## src/rtl/ook_pkg.sv

```systemverilog
package ook_pkg;
    typedef enum logic [2:0] {
        ST_IDLE,
        ST_MARK,
        ST_SPACE,
        ST_GAP,
        ST_RECOVER
    } frame_state_t;
endpackage

```

## src/rtl/ook_line_filter.sv

```systemverilog
module ook_line_filter (
    input  logic clk,
    input  logic rst_n,
    input  logic din,
    output logic level,
    output logic rise,
    output logic fall
);
    logic [1:0] sync_q;
    logic [2:0] win_q;
    logic       lvl_q;
    logic       lvl_d;
    logic       vote;

    assign vote = (win_q[0] & win_q[1]) | (win_q[0] & win_q[2]) | (win_q[1] & win_q[2]);

    always_ff @(posedge clk or negedge rst_n) begin
        if (!rst_n) begin
            sync_q <= '0;
            win_q  <= '0;
            lvl_q  <= 1'b0;
            lvl_d  <= 1'b0;
        end else begin
            sync_q <= {sync_q[0], din};
            win_q  <= {win_q[1:0], sync_q[1]};
            lvl_q  <= vote;
            lvl_d  <= lvl_q;
        end
    end

    assign level = lvl_q;
    assign rise  = lvl_q & ~lvl_d;
    assign fall  = ~lvl_q & lvl_d;

    // the vote cannot pass a filtered high shorter than two cycles
    a_r1_min_width: assert property (@(posedge clk) disable iff (!rst_n)
        rise |=> level);
endmodule

```

## src/rtl/ook_frame_fsm.sv

```systemverilog
module ook_frame_fsm
    import ook_pkg::*;
#(
    parameter int CLK_PER_MS = 50000,
    parameter int NBITS      = 12
) (
    input  logic                             clk,
    input  logic                             rst_n,
    input  logic                             level,
    input  logic                             rise,
    input  logic                             fall,
    output logic                             frm_done,
    output logic [NBITS-1:0]                 frm_data,
    output logic [$clog2(NBITS+2)-1:0]       frm_len,
    output logic                             abort,
    output logic                             ref_clr
);
    localparam int CNT_W = $clog2(40 * CLK_PER_MS + 1);
    localparam int LEN_W = $clog2(NBITS + 2);
    localparam logic [CNT_W-1:0] C_MIN0 = CNT_W'(CLK_PER_MS / 2);
    localparam logic [CNT_W-1:0] C_MIN1 = CNT_W'((3 * CLK_PER_MS) / 2);
    localparam logic [CNT_W-1:0] C_MAX1 = CNT_W'((5 * CLK_PER_MS) / 2);
    localparam logic [CNT_W-1:0] C_LOWERR = CNT_W'(4 * CLK_PER_MS);
    localparam logic [CNT_W-1:0] C_END  = CNT_W'(5 * CLK_PER_MS);
    localparam logic [CNT_W-1:0] C_IDLE = CNT_W'(40 * CLK_PER_MS);
    localparam logic [LEN_W-1:0] LEN_SAT = LEN_W'(NBITS + 1);

    frame_state_t state, nxt;
    logic [CNT_W-1:0] cnt;
    logic [NBITS-1:0] shreg;
    logic [LEN_W-1:0] nbits;
    logic is_zero, is_one;
    logic ev_abort, ev_done, ev_clr, ev_bit;

    assign is_zero = (cnt >= C_MIN0) && (cnt < C_MIN1);
    assign is_one  = (cnt >= C_MIN1) && (cnt <= C_MAX1);

    always_comb begin
        nxt      = state;
        ev_abort = 1'b0;
        ev_done  = 1'b0;
        ev_clr   = 1'b0;
        ev_bit   = 1'b0;
        unique case (state)
            ST_IDLE: begin
                if (rise) nxt = ST_MARK;
            end
            ST_MARK: begin
                if (fall) begin
                    if (is_zero || is_one) begin
                        nxt    = ST_SPACE;
                        ev_bit = 1'b1;
                    end else begin
                        nxt      = ST_RECOVER;
                        ev_abort = 1'b1;
                    end
                end else if (cnt > C_MAX1) begin
                    nxt      = ST_RECOVER;
                    ev_abort = 1'b1;
                end
            end
            ST_SPACE: begin
                if (rise) begin
                    if (cnt > C_LOWERR) begin
                        nxt      = ST_RECOVER;
                        ev_abort = 1'b1;
                    end else begin
                        nxt = ST_MARK;
                    end
                end else if (cnt >= C_END) begin
                    nxt     = ST_GAP;
                    ev_done = 1'b1;
                end
            end
            ST_GAP: begin
                if (rise) begin
                    nxt = ST_MARK;
                end else if (cnt >= C_IDLE) begin
                    nxt    = ST_IDLE;
                    ev_clr = 1'b1;
                end
            end
            ST_RECOVER: begin
                if (!level && cnt >= C_END) nxt = ST_GAP;
            end
            default: nxt = ST_IDLE;
        endcase
    end

    // state register
    always_ff @(posedge clk or negedge rst_n) begin
        if (!rst_n) state <= ST_IDLE;
        else        state <= nxt;
    end

    // timing, shift register and event outputs
    always_ff @(posedge clk or negedge rst_n) begin
        if (!rst_n) begin
            cnt      <= '0;
            shreg    <= '0;
            nbits    <= '0;
            frm_done <= 1'b0;
            abort    <= 1'b0;
            ref_clr  <= 1'b0;
        end else begin
            if (rise || fall)    cnt <= '0;
            else if (cnt != C_IDLE) cnt <= cnt + 1'b1;
            if ((state == ST_IDLE || state == ST_GAP) && rise) begin
                shreg <= '0;
                nbits <= '0;
            end else if (ev_bit) begin
                shreg <= {shreg[NBITS-2:0], is_one};
                if (nbits != LEN_SAT) nbits <= nbits + 1'b1;
            end
            frm_done <= ev_done;
            abort    <= ev_abort;
            ref_clr  <= ev_clr | ev_abort;
        end
    end

    assign frm_data = shreg;
    assign frm_len  = nbits;

    // a packet only ends after the line has been low
    a_r6_done_after_low: assert property (@(posedge clk) disable iff (!rst_n)
        frm_done |-> $past(!level));
    // every finished packet carries at least one decoded bit
    a_r2_nonempty_frame: assert property (@(posedge clk) disable iff (!rst_n)
        frm_done |-> (frm_len != '0));
endmodule

```

## src/rtl/ook_repeat_check.sv

```systemverilog
module ook_repeat_check #(
    parameter int NBITS = 12
) (
    input  logic                         clk,
    input  logic                         rst_n,
    input  logic                         frm_done,
    input  logic [NBITS-1:0]             frm_data,
    input  logic [$clog2(NBITS+2)-1:0]   frm_len,
    input  logic                         ref_clr,
    output logic                         pkt_valid,
    output logic [NBITS-1:0]             pkt_data
);
    localparam int LEN_W = $clog2(NBITS + 2);
    localparam logic [LEN_W-1:0] LEN_FULL = LEN_W'(NBITS);

    logic             ref_valid;
    logic             matched;
    logic [NBITS-1:0] ref_data;

    always_ff @(posedge clk or negedge rst_n) begin
        if (!rst_n) begin
            ref_valid <= 1'b0;
            matched   <= 1'b0;
            ref_data  <= '0;
            pkt_valid <= 1'b0;
            pkt_data  <= '0;
        end else begin
            pkt_valid <= 1'b0;
            if (ref_clr) begin
                ref_valid <= 1'b0;
                matched   <= 1'b0;
            end else if (frm_done) begin
                if (frm_len != LEN_FULL) begin
                    ref_valid <= 1'b0;
                    matched   <= 1'b0;
                end else if (ref_valid && frm_data == ref_data) begin
                    if (!matched) begin
                        pkt_valid <= 1'b1;
                        pkt_data  <= frm_data;
                        matched   <= 1'b1;
                    end
                end else begin
                    ref_data  <= frm_data;
                    ref_valid <= 1'b1;
                    matched   <= 1'b0;
                end
            end
        end
    end

    // a strobe always stems from a held reference
    a_r8_valid_has_ref: assert property (@(posedge clk) disable iff (!rst_n)
        pkt_valid |-> (ref_valid && matched));
    // the strobe lasts exactly one cycle
    a_r10_single_strobe: assert property (@(posedge clk) disable iff (!rst_n)
        pkt_valid |=> !pkt_valid);
    // a clear request drops the reference
    a_r11_clear_drops_ref: assert property (@(posedge clk) disable iff (!rst_n)
        ref_clr |=> !ref_valid);
endmodule

```

## src/rtl/ook_pwm_decoder.sv

```systemverilog
module ook_pwm_decoder #(
    parameter int CLK_PER_MS = 50000,
    parameter int NBITS      = 12
) (
    input  logic             clk,
    input  logic             rst_n,
    input  logic             rx_line,
    output logic [NBITS-1:0] pkt_data,
    output logic             pkt_valid,
    output logic             pkt_error
);
    localparam int LEN_W = $clog2(NBITS + 2);

    logic             level, rise, fall;
    logic             frm_done, abort, ref_clr;
    logic [NBITS-1:0] frm_data;
    logic [LEN_W-1:0] frm_len;

    ook_line_filter u_filter (
        .clk   (clk),
        .rst_n (rst_n),
        .din   (rx_line),
        .level (level),
        .rise  (rise),
        .fall  (fall)
    );

    ook_frame_fsm #(
        .CLK_PER_MS (CLK_PER_MS),
        .NBITS      (NBITS)
    ) u_fsm (
        .clk      (clk),
        .rst_n    (rst_n),
        .level    (level),
        .rise     (rise),
        .fall     (fall),
        .frm_done (frm_done),
        .frm_data (frm_data),
        .frm_len  (frm_len),
        .abort    (abort),
        .ref_clr  (ref_clr)
    );

    ook_repeat_check #(
        .NBITS (NBITS)
    ) u_check (
        .clk       (clk),
        .rst_n     (rst_n),
        .frm_done  (frm_done),
        .frm_data  (frm_data),
        .frm_len   (frm_len),
        .ref_clr   (ref_clr),
        .pkt_valid (pkt_valid),
        .pkt_data  (pkt_data)
    );

    assign pkt_error = abort;

    // an error pulse is never given together with a strobe
    a_r4_err_not_valid: assert property (@(posedge clk) disable iff (!rst_n)
        !(pkt_error && pkt_valid));
endmodule

```

## config.mk

```make
export PLATFORM = sky130hd
export DESIGN_NAME = ook_pwm_decoder
export DESIGN_NICKNAME = d
export VERILOG_FILES = /design/src/rtl/ook_pkg.sv /design/src/rtl/ook_line_filter.sv /design/src/rtl/ook_frame_fsm.sv /design/src/rtl/ook_repeat_check.sv /design/src/rtl/ook_pwm_decoder.sv
export SDC_FILE = /design/constraint.sdc
export NUM_CORES = 1
export LEC_CHECK = 0
export ABC_AREA = 0
export CAP_MARGIN = 5
export CORE_MARGIN = 2
export CORE_UTILIZATION = 50
export CTS_CLUSTER_SIZE = 40
export DETAILED_ROUTE_END_ITERATION = 8
export GPL_ROUTABILITY_DRIVEN = 0
export PLACE_DENSITY = 0.7
export SETUP_SLACK_MARGIN = 0.5
export SLEW_MARGIN = 20
export SYNTH_ARGS = -nofsm -noshare
export SYNTH_HDL_FRONTEND = slang
export SYNTH_SLANG_ARGS = --single-unit
```

## constraint.sdc

```tcl
create_clock -name clk -period 5.3 [get_ports clk]
set_input_delay 1.06 -clock clk [delete_from_list [all_inputs] [get_ports clk]]
set_output_delay 1.06 -clock clk [all_outputs]
set_load 0.02 [all_outputs]
```

---- Word-level counts from Yosys, hierarchy flattened ----
Index checks and enable logic that the tools add are counted.
storage, ports and cells
  bits of input ports ..................... 3
  word-level logic and storage cells ...... 119
  register bits ........................... 77
  output and inout port bits .............. 14
operators by class
  reduce and logical (&&, ||, !) cells .... 19
  eq/ne operators ......................... 14
  add/sub/neg operators ................... 2
  bitwise logic cells ..................... 14
  mux-type cells .......................... 46
  order comparisons ....................... 8
operators by type and width
  operator                                                             count
  2-to-1 mux 21 bit                                                    2
  2-to-1 mux 3 bit                                                     10
  2-to-1 mux 1 bit                                                     27
  2-to-1 mux 12 bit                                                    2
  adder 21 x 1 -> 21 bit, second input constant                        1
  greater-or-equal comparator 21 x 15 -> 1 bit, second input constant  1
  greater-or-equal comparator 21 x 17 -> 1 bit, second input constant  1
  greater-or-equal comparator 21 x 18 -> 1 bit, second input constant  1
  greater-or-equal comparator 21 bit, second input constant            1
  greater-than comparator 21 x 17 -> 1 bit, second input constant      1
  greater-than comparator 21 x 18 -> 1 bit, second input constant      1
  <= comparator 21 x 17 -> 1 bit, second input constant                1
  less-than comparator 21 x 17 -> 1 bit, second input constant         1
  != test 21 bit, second input constant                                1
  case mux 3 bit (5 select lines)                                      1
  equality test 12 bit                                                 1
  2-to-1 mux 4 bit                                                     3
  AND reduction 5 bit                                                  2
  != test 3 x 1 -> 1 bit, second input constant                        3
  != test 4 bit, second input constant                                 2
  nonzero test 2 bit                                                   4
  equality test 3 x 2 -> 1 bit, second input constant                  2
  inverter 1 bit                                                       6
  bitwise AND 1 bit                                                    5
  other kinds (13)                                                     23

---- Depth between registers and ports, before layout ----
Gate-level depths: netlist (run 1).
  depth in word-level cells ............... 8
  gate-level depth with buffers ........... 10
  mapped depth without buffers ............ 8

---- Hierarchy ----
Synthesis (run 1) repeated with hierarchy kept, for this count alone.
unflattened totals
  cell total of the unflattened synthesis .. 388
  area, all modules ....................... 4025.1 um^2
modules (own cells, without submodules)
  module            area each (um^2)  cells an instance  instances  seq. area each (um^2)
  ook_frame_fsm     2575.0            290                1          1076.0
  ook_repeat_check  1251.2            88                 1          675.6
  ook_line_filter   198.9             10                 1          175.2

---- Worst setup path after synthesis (run 1) ----
OpenSTA, ideal clock, no wires.
  kind .................................... register to register
  start point ............................. reg u_fsm.shreg[5] (netlist: u_fsm.frm_data[5])
  end point ............................... reg u_check.pkt_data[11]
  path buffers ............................ 1
  arrival time ............................ 1928 ps
  setup time .............................. 125 ps
  period minus slack after synthesis ...... 2053 ps
  cell stages (with the launch flop) ...... 7
  required time ........................... 5175 ps
  slack ................................... 3247 ps
  cells stage by stage .................... dfrtp_1 -> xnor2_1 -> nand3_1 -> or4_4 -> or3_1 -> buf_6 -> mux2_4
on the way
  longest elaborated chain between the ends .. 3
RTL lines
  item                                  RTL line                source
  start: declaration                    ook_frame_fsm.sv:30     logic [NBITS-1:0] shreg;
  start signal: assignment              ook_frame_fsm.sv:112    shreg <= {shreg[NBITS-2:0], is_one};
  equality test 12 bit                  ook_repeat_check.sv:36  end else if (ref_valid && frm_data == ref_data) begin
  logical AND 1 bit                     ook_repeat_check.sv:36
  AND reduction 5 bit (no source line)  -
  end signal: assignment                ook_repeat_check.sv:39  pkt_data <= frm_data;
  end: declaration                      ook_repeat_check.sv:11  output logic [NBITS-1:0] pkt_data
Every way passes these cells.
A chain may end at the register's enable or synchronous reset.

---- Final worst setup path (run 1) ----
  start point ............................. reg u_fsm.nbits[0] (netlist: u_fsm.frm_len[0])
  end point ............................... reg u_check.pkt_data[11]
on the way
  longest elaborated chain between the ends .. 3
RTL lines
  item                                  RTL line                source
  start: declaration                    ook_frame_fsm.sv:31     logic [LEN_W-1:0] nbits;
  start signal: assignment              ook_frame_fsm.sv:113    if (nbits != LEN_SAT) nbits <= nbits + 1'b1;
  != test 4 bit                         ook_repeat_check.sv:33  if (frm_len != LEN_FULL) begin
  inverter 1 bit (no source line)       -
  AND reduction 5 bit (no source line)  -
Every way passes these cells.

==> summary.md, run 1 <==
| Metric | Value |
|---|---|
| Row count | `32` |
| Post-synthesis register bit count | `slightly below 80` |
| Seq/Total Area, Yosys | `47.9%` |
| Port Buffers | `16` |
| GRT Total Usage | `between 10% and 20%` |
| Via/cell ratio | `~5.6` |
| Worst Setup Start Kind | `flop` |
| Setup crit start | `u_fsm.frm_len[0]` |
| Clk buf depth | `2` |
| CP required | `~5.5 ns` |
| Clock Latency Late Sink | `between 0.3 and 0.4 ns` |
| Switch Pwr | `~340 uW` |
| Iter 0 DRT Violations | `around 160` |
| Switching share of power | `between 20 and 30%` |
| Clock Power Share | `a little over a third` |
| Fin cells | `between 500 and 600` |
| Post-CTS Setup Repair Bufs | `0` |
| DRC Markers | `0` |
| P_int | `between 900 and 1000 uW` |
| Final Hold Fails | `0` |
| Nets | `415` |
| Number of flops mapped to enable cells by yosys | `0` |
| Pleak | `~0.0018 uW` |
| Max FO, Critical Path | `24` |
| H-tree Lvls | `3` |
| Synthesized area | `about 4000 um2` |
| Power Density | `around 290 nW/um2` |
| Slew @ Worst Pin | `between 0.9 and 1 ns` |
| Routed Antenna Nets | `0` |
| Layout fillers | `about 700` |
| Core area | `slightly below 8000 um2` |
| Max rail drop VDD | `roughly 120 uV` |
| CTS sink count | `between 70 and 80` |
| Root buf cell | `clkbuf_8` |
| Critical path class | `flop to flop` |
| Vias in the first global route | `around 2800` |
| CP endpoint | `u_check.pkt_data[11]` |
| CTS tree | `built` |
| Initial antenna violation count | `0` |
| Ys flop type | `dfrtp_1` |
| Yosys warns | `0` |
| Largest net degree at the start of global routing | `78` |
| Synth async-reset ratio | `100%` |
| # hold bufs at CTS | `0` |
| Final Cycle Share | `between 50% and 60%` |
| First-pass GRT wire length | `about 13000 um` |
| Most frequent cells in the layout | `77 x dfrtp_1, 39 x nand2_1, 30 x o21ai_0, 24 x inv_1` |
| Diode count | `0` |
| Number of cells on the worst reg-to-reg path | `6` |
| Gr ovfl total | `0` |
| Fmax | `about 370 MHz` |
| Final setup viols | `0` |
| Slew HR | `roughly 36%` |
| Worst-path clk slew | `about 0.080 ns` |
| Die Area | `8770 um2` |
| Worst R2R Start | `u_fsm.frm_len[0]` |
| Maximum Capacitance Violations | `0` |
| Cells after DPL | `496` |
| Hold Crit Class | `flop to flop` |
| Synth Instances | `just over 400` |
| Mapped Avg Cell Area | `roughly 9.9 um2` |
| Fraction of layout cells with a size suffix above 1 | `10.7%` |
| WL/cell | `between 10 and 15 um` |
| Syn_nets | `416` |
| Setup total negative slack | `0 ns` |
| Die width | `roughly 94 um` |
| Area growth syn-to-layout | `8.25%` |
| Post-DP HPWL | `5160 um` |
| Gate power share | `around an eighth` |
| Status | `completed` |
| Starting Density | `between 50% and 60%` |
| Reg2reg setup slack | `between 2 and 3 ns` |
| Endpoint class of the critical path | `flop` |
| RSZ-0062 raised after global routing | `no` |
| Routed WL | `7640 um` |
| DIE HEIGHT | `~94 um` |
| Crit path DAT | `roughly 2.9 ns` |
| Vias | `approximately 2900` |
| Cell variety after synth | `57` |
| Post-CTS sizing | `0` |
| Max-slew violation count | `0` |
| Seq pwr share | `between 50% and 60%` |
| Top-level I/O count | `17` |
| CTS buffer count | `9` |
| Drt first pass iters | `4` |
| Clk_skew | `roughly 0.0089 ns` |
| Commonest non-fill, non-tap cell in the layout | `dfrtp_1` |
| Final min period | `around 2.7 ns` |
| RR Endpoint | `u_check.pkt_data[11]` |
## sequential cells by signal (all words and copies together) (netlist names)
signal,cells
u_check.pkt_data,12
u_check.ref_valid,1
u_fsm.frm_len,4
u_fsm.frm_done,1
u_filter.level,1
u_fsm.state,3
u_fsm.abort,1
u_check.ref_data,12
u_filter.win_q,3
u_check.pkt_valid,1
u_filter.sync_q,2
u_filter.lvl_d,1
u_fsm.ref_clr,1
u_fsm.frm_data,12
u_fsm.cnt,21
u_check.matched,1
## cell usage after synthesis (all sizes together) (2+ instances only)
library cell / number / share of area, %
and2: 13 / 2.0
dfrtp: 77 / 48
xor2: 6 / 1.3
nor2b: 5 / 0.78
or4: 5 / 1.1
o311ai: 2 / 0.81
nand4: 13 / 2.0
nor2: 14 / 1.3
or4b: 3 / 0.75
nor3: 9 / 1.2
a211oi: 5 / 0.93
nor4: 4 / 0.62
inv: 24 / 2.2
and4: 5 / 1.1
a21o: 3 / 0.56
nand2: 39 / 3.6
xnor2: 22 / 4.8
or3: 7 / 1.1
nand3: 22 / 2.7
a21oi: 5 / 0.62
o21ai: 42 / 6.2
nor3b: 2 / 0.37
a21boi: 4 / 0.75
buf: 15 / 2.4
mux2i: 2 / 0.50
nor4b: 2 / 0.59
clkbuf: 14 / 1.6
o21bai: 2 / 0.37
and3: 4 / 0.62
nand2b: 6 / 0.93
mux2: 7 / 2.1
nand4b: 2 / 0.44
ha: 7 / 2.2
## metal layers
metal  vias to the layer above  global-route usage (%)  wire [um]
met2                        59                    31.3       3800
li1                       1404                       -          -
met3                        11                    5.54        311
met1                      1403                    25.3       3410
met4                         0                    6.76        122
met5                         -                       0          0
## cell type report
type | instances | area, um2 | area share, %
inverters | 24 | 90.1 | 2.07
clock inverters | 6 | 61.3 | 1.41
repair buffers | 17 | 165 | 3.80
clock buffers | 10 | 138 | 3.16
well taps | 102 | 128 | 2.93
multi-input cells | 276 | 1840 | 42.4
flip-flops and latches | 77 | 1930 | 44.3
## critical path, stage by stage (launching register included)
cell     delay (ns)
dfrtp_1        0.44
inv_1          0.08
ha_1           0.14
nand2_1        0.05
or4_1          0.65
or3_1          0.78
mux2_4         0.43
## cell families after synthesis
kind of cell    synth area share, %
simple gates                   22.0
buf+inv                        6.22
xor+xnor                       6.10
fa+ha+maj                      2.43
compound gates                 12.8
flops                          47.9
mux                            2.55
## power by group through the flow
stage	sequential [uW]	clock, uW	combinational, uW
6_report	647	448	152
5_1_grt	652	490	170
4_1_cts	646	461	154
3_5_place_dp	657	0	154
3_3_place_gp	655	0	148
2_1_floorplan	634	0	131
## worst min path at each step
stage               depth (start not counted)                from            endpoint  slack (ns)
floorplan                                   0  u_filter.sync_q[0]  u_filter.sync_q[1]        0.33
global placement                            0  u_filter.sync_q[1]   u_filter.win_q[0]        0.34
detailed placement                          0  u_filter.sync_q[0]  u_filter.sync_q[1]        0.34
CTS                                         0  u_filter.sync_q[0]  u_filter.sync_q[1]        0.36
global route                                0  u_filter.sync_q[1]   u_filter.win_q[0]        0.37
finish                                      0  u_filter.sync_q[0]  u_filter.sync_q[1]        0.35
## stage by stage
stage               worst slack [ns]  area, um2  util, %  hold WS [ns]  power, uW
detailed placement              2.64       4150     53.5         0.338        811
global placement                2.70       4150     53.5         0.336        803
finish                          2.62       4350     56.0         0.353       1250
global route                    2.43       4350     56.0         0.373       1310
CTS                             2.63       4350     56.0         0.356       1260
floorplan                       3.25       4020        -         0.331        765
Power figures use the tool's default switching activity.
==> inputs of run 2 (changes only) <==
--- a/config.mk
+++ b/config.mk
@@ -12,7 +12,7 @@
 export CTS_CLUSTER_SIZE = 40
 export DETAILED_ROUTE_END_ITERATION = 8
 export GPL_ROUTABILITY_DRIVEN = 0
-export PLACE_DENSITY = 0.7
+export PLACE_DENSITY = 0.72
 export SETUP_SLACK_MARGIN = 0.5
 export SLEW_MARGIN = 20
 export SYNTH_ARGS = -nofsm -noshare
==> constraint.sdc (replaced) <==
create_clock -name clk -period 2.3 [get_ports clk]
set_input_delay 0.46 -clock clk [delete_from_list [all_inputs] [get_ports clk]]
set_output_delay 0.46 -clock clk [all_outputs]
set_load 0.02 [all_outputs]
==> run 2 against run 1 <==
- routed wire length increased by 47%
- largest power group unchanged
- global-route usage grew 5.3 points
- critical path type unchanged
- critical path depth rose by 5
- via count rose by 21%
- final cell count up 18%
- critical endpoint is now u_fsm.frm_data[2]
- hold slack worse by 0.28 ns
- clock skew grew 0.0048 ns
- combinational power rose to 3.3 times the previous value
- highest routed layer unchanged
==> summary.md, run 2 (synthesis results as in run 1) <==
| Metric | Value |
|---|---|
| Status | `completed` |
| Top-level I/O count | `17 (unchanged)` |
| Most used cell along the critical path | `buf_6` |
| Maximum Capacitance Violations | `0 (unchanged)` |
| Clk_skew | `0.0137 ns (+0.00477 ns)` |
| Largest stage delay, worst path | `0.54 ns (-0.24 ns)` |
| Area growth syn-to-layout | `41.6%` |
| Max rail drop VDD | `381 uV (+230%)` |
| Root buf cell | `clkbuf_8` |
| Place WS | `0.00497 ns (-2.64 ns)` |
| Die Area | `8770 um2 (unchanged)` |
| Routed Antenna Nets | `0 (unchanged)` |
| First-pass GRT wire length | `16800 um (+25%)` |
| DRC Markers | `0 (unchanged)` |
| Cell Chain, Critical Path | `buf_6 -> nand2_2 -> a211oi_2 -> or4b_1 -> nand4_1 -> buf_4 -> buf_6 -> buf_6 -> buf_16 -> nand3_2 -> o21ai_1` |
| Clock Power Share | `37.5% (+1.6 points)` |
| Iter 0 DRT Violations | `240 (+55%)` |
| Fmax | `465 MHz (+25%)` |
| GRT Total Usage | `24.7% (+5.3 points)` |
| Cells after DPL | `531 (+7.1%)` |
| # hold bufs at CTS | `0 (unchanged)` |
| Buf/Inv on CP | `5 (+4)` |
| Clock Latency Late Sink | `0.37 ns (+0.02 ns)` |
| Hold Crit Class | `input pin to asynchronous set/reset pin` |
| Seq pwr share | `46.7% (-5.2 points)` |
| Max FO, Critical Path | `6 (-75%)` |
| Worst-path clk slew | `0.09 ns (about the same)` |
| Core area | `7770 um2 (unchanged)` |
| Post-DP HPWL | `5880 um (+14%)` |
| WL/cell | `18.7 um (+25%)` |
| Initial antenna violation count | `0 (unchanged)` |
| Pleak | `0.00261 uW (+44%)` |
| Final WS setup | `0.150 ns (-2.47 ns)` |
| Fin cells | `604 (+18%)` |
| Row count | `32 (unchanged)` |
| Most flops, register | `u_fsm.cnt` |
| Fraction of layout cells with a size suffix above 1 | `42.0% (+31 points)` |
| Slew HR | `57.5% (+22 points)` |
| Max reg flops | `21 (unchanged)` |
| Final Hold Fails | `0 (unchanged)` |
| Worst Setup Start Kind | `flop` |
| Commonest non-fill, non-tap cell in the layout | `dfrtp_1` |
| Die width | `93.7 um (unchanged)` |
| Switching share of power | `28.3% (+0.84 points)` |
| Max-slew violation count | `0 (unchanged)` |
| Final setup viols | `0 (unchanged)` |
| Crit path DAT | `2.44 ns (-0.47 ns)` |
| Power Density | `558 nW/um2 (+95%)` |
| RSZ-0062 raised after global routing | `yes` |
| Starting Density | `51.8% (unchanged)` |
| Worst R2R Start | `u_fsm.cnt[8]` |
| Final Cycle Share | `93.5% (+43 points)` |
| Via/cell ratio | `5.76 (+2.6%)` |
| Vias in the first global route | `3422 (+21%)` |
| CP required | `2.59 ns (-2.94 ns)` |
| Nets | `507 (+22%)` |
| H-tree Lvls | `3 (unchanged)` |
| Endpoint class of the critical path | `flop` |
| Worst path top cell family by delay | `simple AND/OR/NAND/NOR gates` |
| Gr ovfl total | `0 (unchanged)` |
| Critical path class | `flop to flop` |
| DIE HEIGHT | `93.7 um (unchanged)` |
| Most frequent cells in the layout | `65 x dfrtp_1, 62 x buf_4, 27 x nand2_1, 25 x buf_6, 21 x inv_1` |
| CTS buffer count | `9 (unchanged)` |
| P_int | `2280 uW (+150%)` |
| Diode count | `0 (unchanged)` |
| Critical path's slowest cell | `or4b_1` |
| Gate power share | `15.8% (+3.6 points)` |
| WHS | `0.0738 ns (-0.279 ns)` |
| Clk buf depth | `2 (unchanged)` |
| Vias | `3481 (+21%)` |
| Setup crit start | `u_fsm.cnt[8]` |
| Placed cell area | `4530 um2 (+9.2%)` |
| Routed WL | `11300 um (+47%)` |
| Design Area, Final | `5690 um2 (+31%)` |
| CTS sink count | `77 (unchanged)` |
| Switch Pwr | `900 uW (+160%)` |
| Final min period | `2.15 ns (-0.530 ns)` |
| Port Buffers | `16 (unchanged)` |
| Slew @ Worst Pin | `0.638 ns (-0.328 ns)` |
| CTS tree | `built` |
| Layout fillers | `505 (-28%)` |
| Largest net degree at the start of global routing | `41 (-47%)` |
| Drt first pass iters | `5 (+1)` |
==> run 2: changes by cell type in the layout (fill, tap and decap cells not counted), moves of 7 or more <==
cell             previous run  this run
dfrtp_2                     0        12
nand3_2                     0         9
nor2_1                     14         6
nand2_2                     0         9
nand2_1                    39        27
clkdlybuf4s50_1            15         3
o21ai_0                    30         9
dlymetal6s2s_1              0         7
o21ai_1                     2        19
nand3_1                    22        11
buf_4                       2        62
dfrtp_1                    77        65
buf_6                       0        25
==> run 2: repair_timing <==
| action | CTS | global route |
|---|---|---|
| resized for setup | 66 | 74 |
| setup endpoints to repair | 57 | 70 |
| cloned | 3 | 1 |
| buffers inserted | 41 | 12 |
| pin swaps | 26 | 33 |
| hold endpoints to repair | 0 | 0 |
==> run 2: final timing paths <==
kind | end | slack (ns) | depth (start not counted)
worst max-delay path | u_fsm.frm_data[2] | 0.15 | 11
worst min register to register | u_filter.win_q[0] | 0.36 | 0
min in group clk | u_filter.win_q[0] | 0.36 | 0
worst min-delay path | u_fsm.cnt[2] | 0.07 | 1
max in group asynchronous | u_fsm.cnt[7] | 1.62 | 2
worst max register to register | u_fsm.frm_data[2] | 0.15 | 11
==> run 2: layout make-up <==
type | instances | area, um2 | share of cell area (%)
tap | 102 | 128 | 2.24
clock buffer | 11 | 141 | 2.48
inverter | 24 | 90.1 | 1.58
clock inverter | 5 | 81.3 | 1.43
sequential | 77 | 1940 | 34.1
timing repair buffer | 108 | 1040 | 18.3
multi-input combinational | 277 | 2270 | 39.8
==> run 2: metal layers <==
layer	share of wire, %	GRT usage [%]
met5	0	0
met4	2.9	12.3
met3	4.9	3.77
met2	51	40.9
met1	42	31.8
==> run 2: worst reg2reg max path, stage by stage, from the launching register on <==
cell and delay (ns):
dfrtp_2 0.44, buf_6 0.14, nand2_2 0.11, a211oi_2 0.07, or4b_1 0.54, nand4_1 0.14
buf_4 0.12, buf_6 0.12, buf_6 0.13, buf_16 0.12, nand3_2 0.06, o21ai_1 0.08
==> run 2: power by group through the flow <==
stage / sequential, uW / clock [uW] / combinational, uW
after floorplan: 1460 / 0 / 310
after global placement: 1500 / 0 / 376
after detailed placement: 1500 / 0 / 388
after CTS: 1470 / 1170 / 480
after global routing: 1490 / 1250 / 544
final: 1480 / 1190 / 503
==> run 2: metrics by stage <==
step	total power, uW	utilization (%)	setup TNS, ns
CTS	3130	68.7	0
finish	3180	73.3	0
detailed placement	1890	58.4	0
floorplan	1770	-	0
global route	3280	73.3	-0.0191
global placement	1880	58.4	0
